<file path="src/rtl/rcr_pkg.sv">
`timescale 1ns/1ps
package rcr_pkg;
  // Pair of reset requests issued by a triggering write.
  typedef struct packed {
    logic full;  // platform-wide reset
    logic cpu;   // processor reset
  } rst_req_t;
endpackage

</file>
<file path="src/rtl/rcr_decode.sv">
`timescale 1ns/1ps
module rcr_decode #(
  parameter int ADDR_W = 16,
  parameter logic [ADDR_W-1:0] PORT_ADDR = 'hCF9
) (
  input  logic              req_valid,
  input  logic              req_ready,
  input  logic              req_write,
  input  logic [ADDR_W-1:0] req_addr,
  output logic              wr_hit,
  output logic              rd_hit
);
  logic fire;
  logic match;

  assign fire   = req_valid && req_ready;
  assign match  = (req_addr == PORT_ADDR);
  assign wr_hit = fire && match && req_write;
  assign rd_hit = fire && match && !req_write;
endmodule

</file>
<file path="src/rtl/rcr_core.sv">
`timescale 1ns/1ps
module rcr_core
  import rcr_pkg::*;
#(
  parameter int DATA_W   = 8,
  parameter int TRIG_BIT = 2,
  parameter int FULL_BIT = 1
) (
  input  logic              clk,
  input  logic              rst_n,
  input  logic              wr_en,
  input  logic [DATA_W-1:0] wdata,
  output logic [DATA_W-1:0] stored,
  output rst_req_t          pulse
);
  logic [DATA_W-1:0] next_val;
  logic              arm_edge;

  // Value kept after a write: select bit dropped, trigger bit dropped too
  // whenever the select bit accompanies it.
  always_comb begin
    next_val           = wdata;
    next_val[FULL_BIT] = 1'b0;
    if (wdata[FULL_BIT]) next_val[TRIG_BIT] = 1'b0;
  end

  assign arm_edge = wdata[TRIG_BIT] && !stored[TRIG_BIT];

  always_ff @(posedge clk or negedge rst_n) begin
    if (!rst_n) begin
      stored <= '0;
      pulse  <= '0;
    end else begin
      pulse <= '0;
      if (wr_en) begin
        stored <= next_val;
        if (arm_edge) begin
          pulse.cpu  <= 1'b1;
          pulse.full <= wdata[FULL_BIT];
        end
      end
    end
  end

  assert_trigger_needs_write_R2: assert property (@(posedge clk) disable iff (!rst_n)
    pulse.cpu |-> $past(wr_en && wdata[TRIG_BIT]));

  assert_full_with_cpu_R3: assert property (@(posedge clk) disable iff (!rst_n)
    pulse.full |-> pulse.cpu);

  assert_select_not_kept_R4: assert property (@(posedge clk) disable iff (!rst_n)
    !stored[FULL_BIT]);

  assert_select_clears_trig_R5: assert property (@(posedge clk) disable iff (!rst_n)
    (wr_en && wdata[FULL_BIT]) |=> !stored[TRIG_BIT]);
endmodule

</file>
<file path="src/rtl/rcr_rsp.sv">
`timescale 1ns/1ps
module rcr_rsp #(
  parameter int DATA_W   = 8,
  parameter int TRIG_BIT = 2
) (
  input  logic              clk,
  input  logic              rst_n,
  input  logic              load,
  input  logic [DATA_W-1:0] src,
  input  logic              rsp_ready,
  output logic              rsp_valid,
  output logic [DATA_W-1:0] rsp_rdata
);
  logic [DATA_W-1:0] masked;

  // Read view: the trigger bit never shows.
  for (genvar b = 0; b < DATA_W; b++) begin : g_mask
    if (b == TRIG_BIT) begin : g_hide
      assign masked[b] = 1'b0;
    end else begin : g_pass
      assign masked[b] = src[b];
    end
  end

  always_ff @(posedge clk or negedge rst_n) begin
    if (!rst_n) begin
      rsp_valid <= 1'b0;
      rsp_rdata <= '0;
    end else begin
      if (rsp_valid && rsp_ready) rsp_valid <= 1'b0;
      if (load) begin
        rsp_valid <= 1'b1;
        rsp_rdata <= masked;
      end
    end
  end

  assert_hold_under_stall_R9: assert property (@(posedge clk) disable iff (!rst_n)
    (rsp_valid && !rsp_ready) |=> (rsp_valid && $stable(rsp_rdata)));

  assert_read_hides_trig_R6: assert property (@(posedge clk) disable iff (!rst_n)
    rsp_valid |-> !rsp_rdata[TRIG_BIT]);
endmodule

</file>
<file path="src/rtl/rst_ctrl_reg.sv">
`timescale 1ns/1ps
module rst_ctrl_reg
  import rcr_pkg::*;
#(
  parameter int ADDR_W = 16,
  parameter logic [ADDR_W-1:0] PORT_ADDR = 'hCF9,
  parameter int TRIG_BIT = 2,
  parameter int FULL_BIT = 1
) (
  input  logic              clk,
  input  logic              rst_n,
  input  logic              req_valid,
  output logic              req_ready,
  input  logic              req_write,
  input  logic [ADDR_W-1:0] req_addr,
  input  logic [7:0]        req_wdata,
  output logic              rsp_valid,
  input  logic              rsp_ready,
  output logic [7:0]        rsp_rdata,
  output logic              cpu_reset_o,
  output logic              sys_reset_o
);
  localparam int DATA_W = 8;

  logic              wr_hit;
  logic              rd_hit;
  logic [DATA_W-1:0] stored;
  rst_req_t          pulse;

  assign req_ready = !rsp_valid;

  rcr_decode #(.ADDR_W(ADDR_W), .PORT_ADDR(PORT_ADDR)) u_decode (
    .req_valid (req_valid),
    .req_ready (req_ready),
    .req_write (req_write),
    .req_addr  (req_addr),
    .wr_hit    (wr_hit),
    .rd_hit    (rd_hit)
  );

  rcr_core #(.DATA_W(DATA_W), .TRIG_BIT(TRIG_BIT), .FULL_BIT(FULL_BIT)) u_core (
    .clk    (clk),
    .rst_n  (rst_n),
    .wr_en  (wr_hit),
    .wdata  (req_wdata),
    .stored (stored),
    .pulse  (pulse)
  );

  rcr_rsp #(.DATA_W(DATA_W), .TRIG_BIT(TRIG_BIT)) u_rsp (
    .clk       (clk),
    .rst_n     (rst_n),
    .load      (rd_hit),
    .src       (stored),
    .rsp_ready (rsp_ready),
    .rsp_valid (rsp_valid),
    .rsp_rdata (rsp_rdata)
  );

  assign cpu_reset_o = pulse.cpu;
  assign sys_reset_o = pulse.full;

  assert_pulse_follows_port_write_R7: assert property (@(posedge clk) disable iff (!rst_n)
    cpu_reset_o |-> $past(req_valid && req_ready && req_write && (req_addr == PORT_ADDR)));

  assert_foreign_no_response_R8: assert property (@(posedge clk) disable iff (!rst_n)
    $rose(rsp_valid) |-> $past(req_valid && !req_write && (req_addr == PORT_ADDR)));

  assert_stall_blocks_requests_R9: assert property (@(posedge clk) disable iff (!rst_n)
    rsp_valid |-> !req_ready);
endmodule

</file>
<file path="config.mk">
export PLATFORM = sky130hd
export DESIGN_NAME = rst_ctrl_reg
export DESIGN_NICKNAME = d
export VERILOG_FILES = /design/src/rtl/rcr_pkg.sv /design/src/rtl/rcr_decode.sv /design/src/rtl/rcr_core.sv /design/src/rtl/rcr_rsp.sv /design/src/rtl/rst_ctrl_reg.sv
export SDC_FILE = /design/constraint.sdc
export NUM_CORES = 1
export LEC_CHECK = 0
export BUFFER_PORTS_ARGS = -buffer_cell sky130_fd_sc_hd__buf_2
export CAP_MARGIN = 20
export CORE_MARGIN = 1.5
export CORE_UTILIZATION = 42
export CTS_BUF_LIST = sky130_fd_sc_hd__clkbuf_16
export DETAILED_ROUTE_END_ITERATION = 7
export PLACE_DENSITY = 0.77
export SLEW_MARGIN = 20
export SYNTH_ARGS = -nofsm -noshare
export SYNTH_HDL_FRONTEND = slang
export SYNTH_SLANG_ARGS = --single-unit
</file>
<file path="constraint.sdc">
create_clock -name clk -period 1.9 [get_ports clk]
set_input_delay 0.19 -clock clk [delete_from_list [all_inputs] [get_ports clk]]
set_output_delay 0.19 -clock clk [all_outputs]
set_load 0.02 [all_outputs]
</file>
* After elaboration in Yosys (flattened, before gate mapping)
Cells that the tools add are included.
** Word-level totals
- Flip-flop bits (word level) :: 16
- RAM bits :: 0
- Bits in latches :: 0
- Memories kept :: 0
- ROM bits :: 0
- Input port bits :: 29
- Word-level logic and storage cells :: 21
** Operators by class
- Muxes and demuxes :: 5
- Reductions and logical operators :: 10
- Bitwise logic cells :: 0
- Eq/ne operators :: 1
- Shift-type cells :: 0
- Divide/modulo/power cells :: 0
- Order comparisons :: 0
- $add $sub $neg :: 0
- $mul :: 0
** Operators by type and width (count)
- $eq 16x12->1 const B :: 1
- $logic_and 1x1->1 :: 6
- $mux 2 :: 2
- $logic_not 1->1 :: 3
- $mux 1 :: 3
- $reduce_bool 2->1 :: 1

* Longest topological paths before layout
Gate-level depths: netlist of the first run.
- Word-level depth :: 5
- Depth in mapped cells :: 5
- Mapped depth without buffers :: 4

* Modules after synthesis
From an unflattened synthesis of the first run, not the netlist that was laid out.
** Second synthesis, totals
- Cells, all modules :: 53
- Area total of the unflattened synthesis :: 783.3 µm²
** By module, submodules not included
- rcr_core :: instances 1, sequential area each 225.2 µm², area each 376.6 µm², cells an instance 24
- rcr_rsp :: instances 1, sequential area each 200.2 µm², area each 340.3 µm², cells an instance 20
- rcr_decode :: instances 1, sequential area each 0.0 µm², area each 62.6 µm², cells an instance 8
- rst_ctrl_reg :: instances 1, sequential area each 0.0 µm², area each 3.8 µm², cells an instance 1

* Worst setup path after synthesis of the first run
Ideal clock, no wire load.
- Kind :: register to register
- Start point :: register u_rsp.rsp_valid
- End point :: register u_rsp.rsp_rdata[0]
- Data required time :: 1.775 ns
- Library setup time :: 0.125 ns
- Setup slack :: 0.257 ns
- Data arrival time :: 1.518 ns
- Stages on the path, launching flop included :: 6
- Path through :: dfrtp_1 nand2b_1 nor4_4 and3b_1 buf_6 mux2_4
** On the way
- Word-level cells in the longest chain between the ends :: 4
** Ends and longest elaborated chain
- start, declared :: RTL line rcr_rsp.sv:11 : output logic rsp_valid,
- start signal, assigned :: RTL line rcr_rsp.sv:27 : rsp_valid <= 1'b0;
- start signal, assigned :: RTL line rcr_rsp.sv:30 : if (rsp_valid && rsp_ready) rsp_valid <= 1'b0;
- start signal, assigned :: RTL line rcr_rsp.sv:32 : rsp_valid <= 1'b1;
- $logic_not 1->1 :: RTL line rst_ctrl_reg.sv:30 : assign req_ready = !rsp_valid;
- $logic_and 1x1->1 :: RTL line rcr_decode.sv:16 : assign fire = req_valid && req_ready;
- $logic_and 1x1->1 (2 in a row) :: RTL line rcr_decode.sv:19 : assign rd_hit = fire && match && !req_write;
- end signal, assigned :: RTL line rcr_rsp.sv:33 : rsp_rdata <= masked;
- end, declared :: RTL line rcr_rsp.sv:12 : output logic [DATA_W-1:0] rsp_rdata
No other way between the ends.
A chain may end at the register's enable or synchronous reset.

* Worst setup path after layout of the first run
- Start point :: register u_rsp.rsp_valid
- End point :: register u_rsp.rsp_rdata[6]
The elaborated chain is that of the path after synthesis.

==> results of run 1 <==
worst max-delay path, cell delays in order (launching register included):
cell      delay [ns]
dfrtp_1         0.38
nand2b_1        0.18
nor4_4          0.28
and3b_1         0.46
mux2_4          0.34
flip-flops by register name, summed over array words and instances (netlist names):
signal / count
u_rsp.rsp_rdata: 6
u_core.pulse: 2
u_core.stored: 7
u_rsp.rsp_valid: 1
layout by cell type, fill, tap and decap left out:
master | synthesis | routed
and3b_1 | 1 | 1
and4b_1 | 1 | 1
buf_2 | 0 | 38
clkbuf_16 | 0 | 3
clkinv_1 | 0 | 1
conb_1 | 1 | 2
dfrtp_1 | 16 | 16
dlygate4sd3_1 | 0 | 1
inv_1 | 3 | 3
mux2_2 | 7 | 7
mux2_4 | 6 | 6
nand2b_1 | 1 | 1
nand3_1 | 1 | 1
nand3_2 | 1 | 1
nand4_1 | 1 | 1
nor2_1 | 1 | 1
nor3_1 | 1 | 1
nor4_1 | 1 | 1
nor4_4 | 1 | 1
nor4b_2 | 1 | 1
nor4bb_1 | 1 | 1
o21bai_1 | 1 | 1
worst paths after layout:
| kind | from | endpoint | depth (start not counted) |
|---|---|---|---|
| max | u_rsp.rsp_valid | u_rsp.rsp_rdata[6] | 4 |
| min | rsp_ready | u_rsp.rsp_valid | 2 |
| max reg2reg | u_rsp.rsp_valid | u_rsp.rsp_rdata[6] | 4 |
| min reg2reg | u_core.stored[2] | u_core.pulse[0] | 1 |
| max in group asynchronous | rst_n | u_core.stored[7] | 2 |
| min in group asynchronous | rst_n | u_rsp.rsp_valid | 2 |
metrics by stage:
stage / util [%] / worst slack (ns) / total power, mW / std cells
2_1_floorplan: - / 0.257 / 0.360 / 50
3_3_place_gp: 58.6 / 0.204 / 0.392 / 101
3_5_place_dp: 58.6 / 0.147 / 0.394 / 101
4_1_cts: 64.3 / 0.128 / 0.798 / 106
5_1_grt: 64.3 / 0.0607 / 0.822 / 106
6_report: 64.3 / 0.142 / 0.789 / 106
cell type report:
| cell class | count | area, sq um |
|---|---|---|
| clock buffers | 3 | 75.1 |
| clock inverters | 1 | 3.75 |
| fillers | 135 | 557 |
| inverters | 3 | 11.3 |
| multi-input cells | 28 | 292 |
| flip-flops and latches | 16 | 400 |
| well taps | 16 | 20.0 |
| repair buffers | 39 | 200 |
power groups by stage:
stage,Clock [mW],Sequential [mW],Combinational [mW]
floorplan,0,0.347,0.0131
global placement,0,0.347,0.0452
detailed placement,0,0.347,0.0466
CTS,0.408,0.342,0.0484
global route,0.427,0.341,0.0539
finish,0.400,0.342,0.0476
cell families after synthesis:
group	Yosys count
other	1
DFF	16
buffers and inverters	6
muxes	13
AOI/OAI and AO/OA	1
and+or+nand+nor	12
per-layer routing:
metal	up-vias	global-route usage (%)
met5	-	0
met4	0	3.64
met3	2	7.35
met2	15	29.0
met1	264	16.4
li1	249	-
==> flow_summary.toml, run 1 <==
[critical_path]
worst_ep_required_time_ns = 2.02
critPathMaxFanout = 7
reg2reg_slack_ns = 0.14
end_kind = "flip-flop"
crit_type = "reg2reg"
arrival_ns = 1.88
cp-start-kind = "flip-flop"

[final_layout]
drive_gt1_share_pct = 63.3
final_nets = 120
diodes = 0
area_growth_pct = 38.1
fin_area_sq_um = 1000

[power_and_ir_drop]
powerDensity_nw_per_um2 = 788
p_switching_uw = 144
power.leakage_nw = 0.559
netSwitchingFraction_pct = 18.3
p_seq_share_pct = 43.3
p_comb_share_pct = 6.0
intPower_uw = 645
ir_drop_v = 0.000851
power_frac_clock_pct = 50.7

[clock_network]
cts.htree.levels = 1
hold_buffers = 1
clockBufferDepth = 2
cts-resized-gates = 0
cts_setup_buffers = 0
clock_sinks = 16
clk_latency_ns = 0.24
cts.clk_slew.worst_paths_ns = 0.05
cts_buffers = 3
tritoncts = "done"
cts_root_buf = "clkbuf_16"

[timing]
setup_violations = 0
finClkSkew_ns = 0.00302
finalHoldViolations = 0
fmax_ghz = 0.569
fin_tns_setup_ns = 0
fin_crit_sh_pct = 92.5
finalCriticalPeriod_ns = 1.76
whs_ns = 0.137
rsz0062_at_grt = "false"
slew_violations = 0

[floorplanning]
row_count = 14
start_util_pct = 46.5
die_area_sq_um = 1990
num_io_pins = 41
coreArea_sq_um = 1560
die_w_um = 44.6
die_h_um = 44.6

[yosys]
synth_compound_area_share_pct = 1.03
synth_fa_ha_area_share_pct = 0
synth_ff_type = "dfrtp_1"
synth_mux_area_share_pct = 23.3
synth_top_area_share_pct = 55.2
avgSynthCellArea_sq_um = 14.8
ys.warnings.count = 0
synth.largest_area_cell = "dfrtp_1"
yosysSeqAreaShare_pct = 55.2
synth-edff-count = 0
synth_xor_area_share_pct = 0
ys_seq_elements = 16
yosys-top-cells-area = "dfrtp_1 55%, mux2_4 12%, mux2_2 11%, nor4_4 2.9%, buf_4 2.1%"
ys_top_cells_by_count = "16 x dfrtp_1, 7 x mux2_2, 6 x mux2_4"
ys_types = 20
yosysMostFrequentCell = "dfrtp_1"
async_flop_share_pct = 100
synthSimpleGateAreaFrac_pct = 14.8
synth_top_family_by_area = "multiplexers"
syn_inst = 49
syn-cell-area_sq_um = 726

[global_route]
grt_pass1_vias = 529
grt_max_degree = 17
grt_first_pass_wirelength_um = 2240
gr-usage-all-layers_pct = 15.9
gr-total-overflow = 0
antenna_found_initial = 0

[detailed_routing]
routed_wirelength_um = 1400
drt-initial-drc-count = 8
via_per_inst = 5.00
first_pass_iters = 6
ant_nets = 0
route.met3.wl_um = 86
drc_errors = 2
wl_met1_um = 508
routedWlPerCell_um = 13.2
met2_length_um = 794
highest_layer = "met4"
num_vias = 530

[status]
violations = "design-rule violations"
status = "finished with violations"

[placement]
place.gp.congestion = 0.658
numPortBuffers = 38
dpl_cell_area_sq_um = 913

[hold_path]
hp-class = "in2reg"

[run]
cap_violations = 0
Note: power is estimated with default switching activity, not from simulation.
==> inputs of run 2 (changes only) <==
--- a/config.mk
+++ b/config.mk
@@ -7,11 +7,13 @@
 export LEC_CHECK = 0
 export BUFFER_PORTS_ARGS = -buffer_cell sky130_fd_sc_hd__buf_2
 export CAP_MARGIN = 20
+export CELL_PAD_IN_SITES_DETAIL_PLACEMENT = 2
+export CELL_PAD_IN_SITES_GLOBAL_PLACEMENT = 2
 export CORE_MARGIN = 1.5
-export CORE_UTILIZATION = 42
+export CORE_UTILIZATION = 26
 export CTS_BUF_LIST = sky130_fd_sc_hd__clkbuf_16
 export DETAILED_ROUTE_END_ITERATION = 7
-export PLACE_DENSITY = 0.77
+export PLACE_DENSITY_LB_ADDON = 0.1
 export SLEW_MARGIN = 20
 export SYNTH_ARGS = -nofsm -noshare
 export SYNTH_HDL_FRONTEND = slang
==> flow_summary.toml, run 2 (same netlist as run 1, synthesis figures left out) <==
[floorplanning]
coreArea_sq_um = 2570
die_h_um = 55.8
num_io_pins = 41
die_w_um = 55.8
row_count = 18
start_util_pct = 28.3
die_area_sq_um = 3120

[final_layout]
layout_commonest_cell = "buf_2"
drive_gt1_share_pct = 63.7
fin_area_sq_um = 1030
largest_reg_flops = 7
nFillCells = 279
largest-register = "u_core.stored"
layout_common_cells = "38 x buf_2, 16 x dfrtp_1, 7 x mux2_2, 6 x mux2_4"
diodes = 0
final_nets = 121
largestRegisters = "u_core.stored (7), u_rsp.rsp_rdata (6), u_core.pulse (2)"
area_growth_pct = 41.6

[detailed_routing]
wl_met1_um = 661
highest_layer = "met4"
ant_nets = 0
route.met3.wl_um = 122
num_vias = 536
routed_wirelength_um = 1570
routedWlPerCell_um = 13.0
drt-initial-drc-count = 4
drc_errors = 0
via_per_inst = 4.43
met2_length_um = 772
first_pass_iters = 2

[status]
status = "finished clean"

[clock_network]
cts.clk_slew.worst_paths_ns = 0.05
cts_root_buf = "clkbuf_16"
clockBufferDepth = 2
cts_buffers = 3
clk_latency_ns = 0.24
cts-resized-gates = 0
clock_sinks = 16
cts.htree.levels = 1
tritoncts = "done"

[timing]
setup_violations = 0
finClkSkew_ns = 0.00137
fin_crit_sh_pct = 85.1
fin_tns_setup_ns = 0
fmax_ghz = 0.619
finalHoldViolations = 0
rsz0062_at_grt = "false"
slew_violations = 0
finalCriticalPeriod_ns = 1.62

[critical_path]
r2r-start = "u_rsp.rsp_valid"
critPathMaxFanout = 7
cp-start-kind = "flip-flop"
rr_endpoint = "u_rsp.rsp_rdata[6]"
r2r_cells = 5
worst_ep_required_time_ns = 2.02
arrival_ns = 1.74
crit_type = "reg2reg"
crit_start = "u_rsp.rsp_valid"
endpoint = "u_rsp.rsp_rdata[6]"
end_kind = "flip-flop"
reg2reg_slack_ns = 0.28

[global_route]
grt_pass1_vias = 583
gr-total-overflow = 0
antenna_found_initial = 0
gr-usage-all-layers_pct = 11.1
grt_first_pass_wirelength_um = 2660
grt_max_degree = 17

[placement]
dpl_cell_area_sq_um = 938
place.gp.congestion = 0.677
numPortBuffers = 38

[power_and_ir_drop]
ir_drop_v = 0.000504
power.leakage_nw = 0.564
powerDensity_nw_per_um2 = 766

[hold_path]
hp-class = "in2reg"

[run]
cap_violations = 0
## run 2: cell types whose count changed in the layout (fill, tap and decap cells not counted), sizes merged
cell  change
buf       +1
## run 2: timing repair
item                      in CTS  in global routing
setup buffers                  0                  0
hold endpoints to repair      16                  0
hold buffers                   1                  0
## run 2: metrics by stage
stage               utilization [%]  std cells  setup slack, ns  power [mW]  hold slack [ns]
floorplan                         -         50            0.257       0.360           -0.106
global placement               36.5        116            0.290       0.393            0.123
detailed placement             36.5        116            0.263       0.395            0.123
CTS                            40.0        121            0.254       0.803            0.141
global route                   40.0        121            0.169       0.825            0.149
finish                         40.0        121            0.283       0.787            0.138
## run 2: worst min path at each step
stage,start,end,slack [ns],cells past startpoint
after global routing,rsp_ready,u_rsp.rsp_valid,0.15,2
after global placement,rst_n,u_rsp.rsp_rdata[7],0.12,1
after CTS,rsp_ready,u_rsp.rsp_valid,0.14,2
after detailed placement,rst_n,u_rsp.rsp_rdata[7],0.12,1
final,rsp_ready,u_rsp.rsp_valid,0.14,2
after floorplan,rst_n,u_core.pulse[0],-0.11,0
## run 2: where the power goes
part,internal [mW],leakage [nW],switching (mW)
combinational,0.0251,0.302,0.0231
sequential,0.342,0.224,0.0000135
clock,0.278,0.0385,0.119
## run 2: layout make-up
type                       instances  area (sq um)  area share, %
clock inverter                     1          3.75          0.365
sequential                        16           400           39.0
timing repair buffer              40           208           20.2
inverter                           3          11.3           1.10
tap                               30          37.5           3.65
clock buffer                       3          75.1           7.31
multi-input combinational         28           292           28.4
## run 2: metal layers
metal / global-route usage [%] / up-vias
met5: 0 / -
met2: 18.4 / 24
met4: 5.10 / 0
li1: - / 253
met1: 13.2 / 257
met3: 3.26 / 2
## run 2: critical path, stage by stage, from the launching register on
cell	delay, ns
dfrtp_1	0.38
nand2b_1	0.17
nor4_4	0.27
and3b_1	0.19
buf_4	0.17
mux2_4	0.31
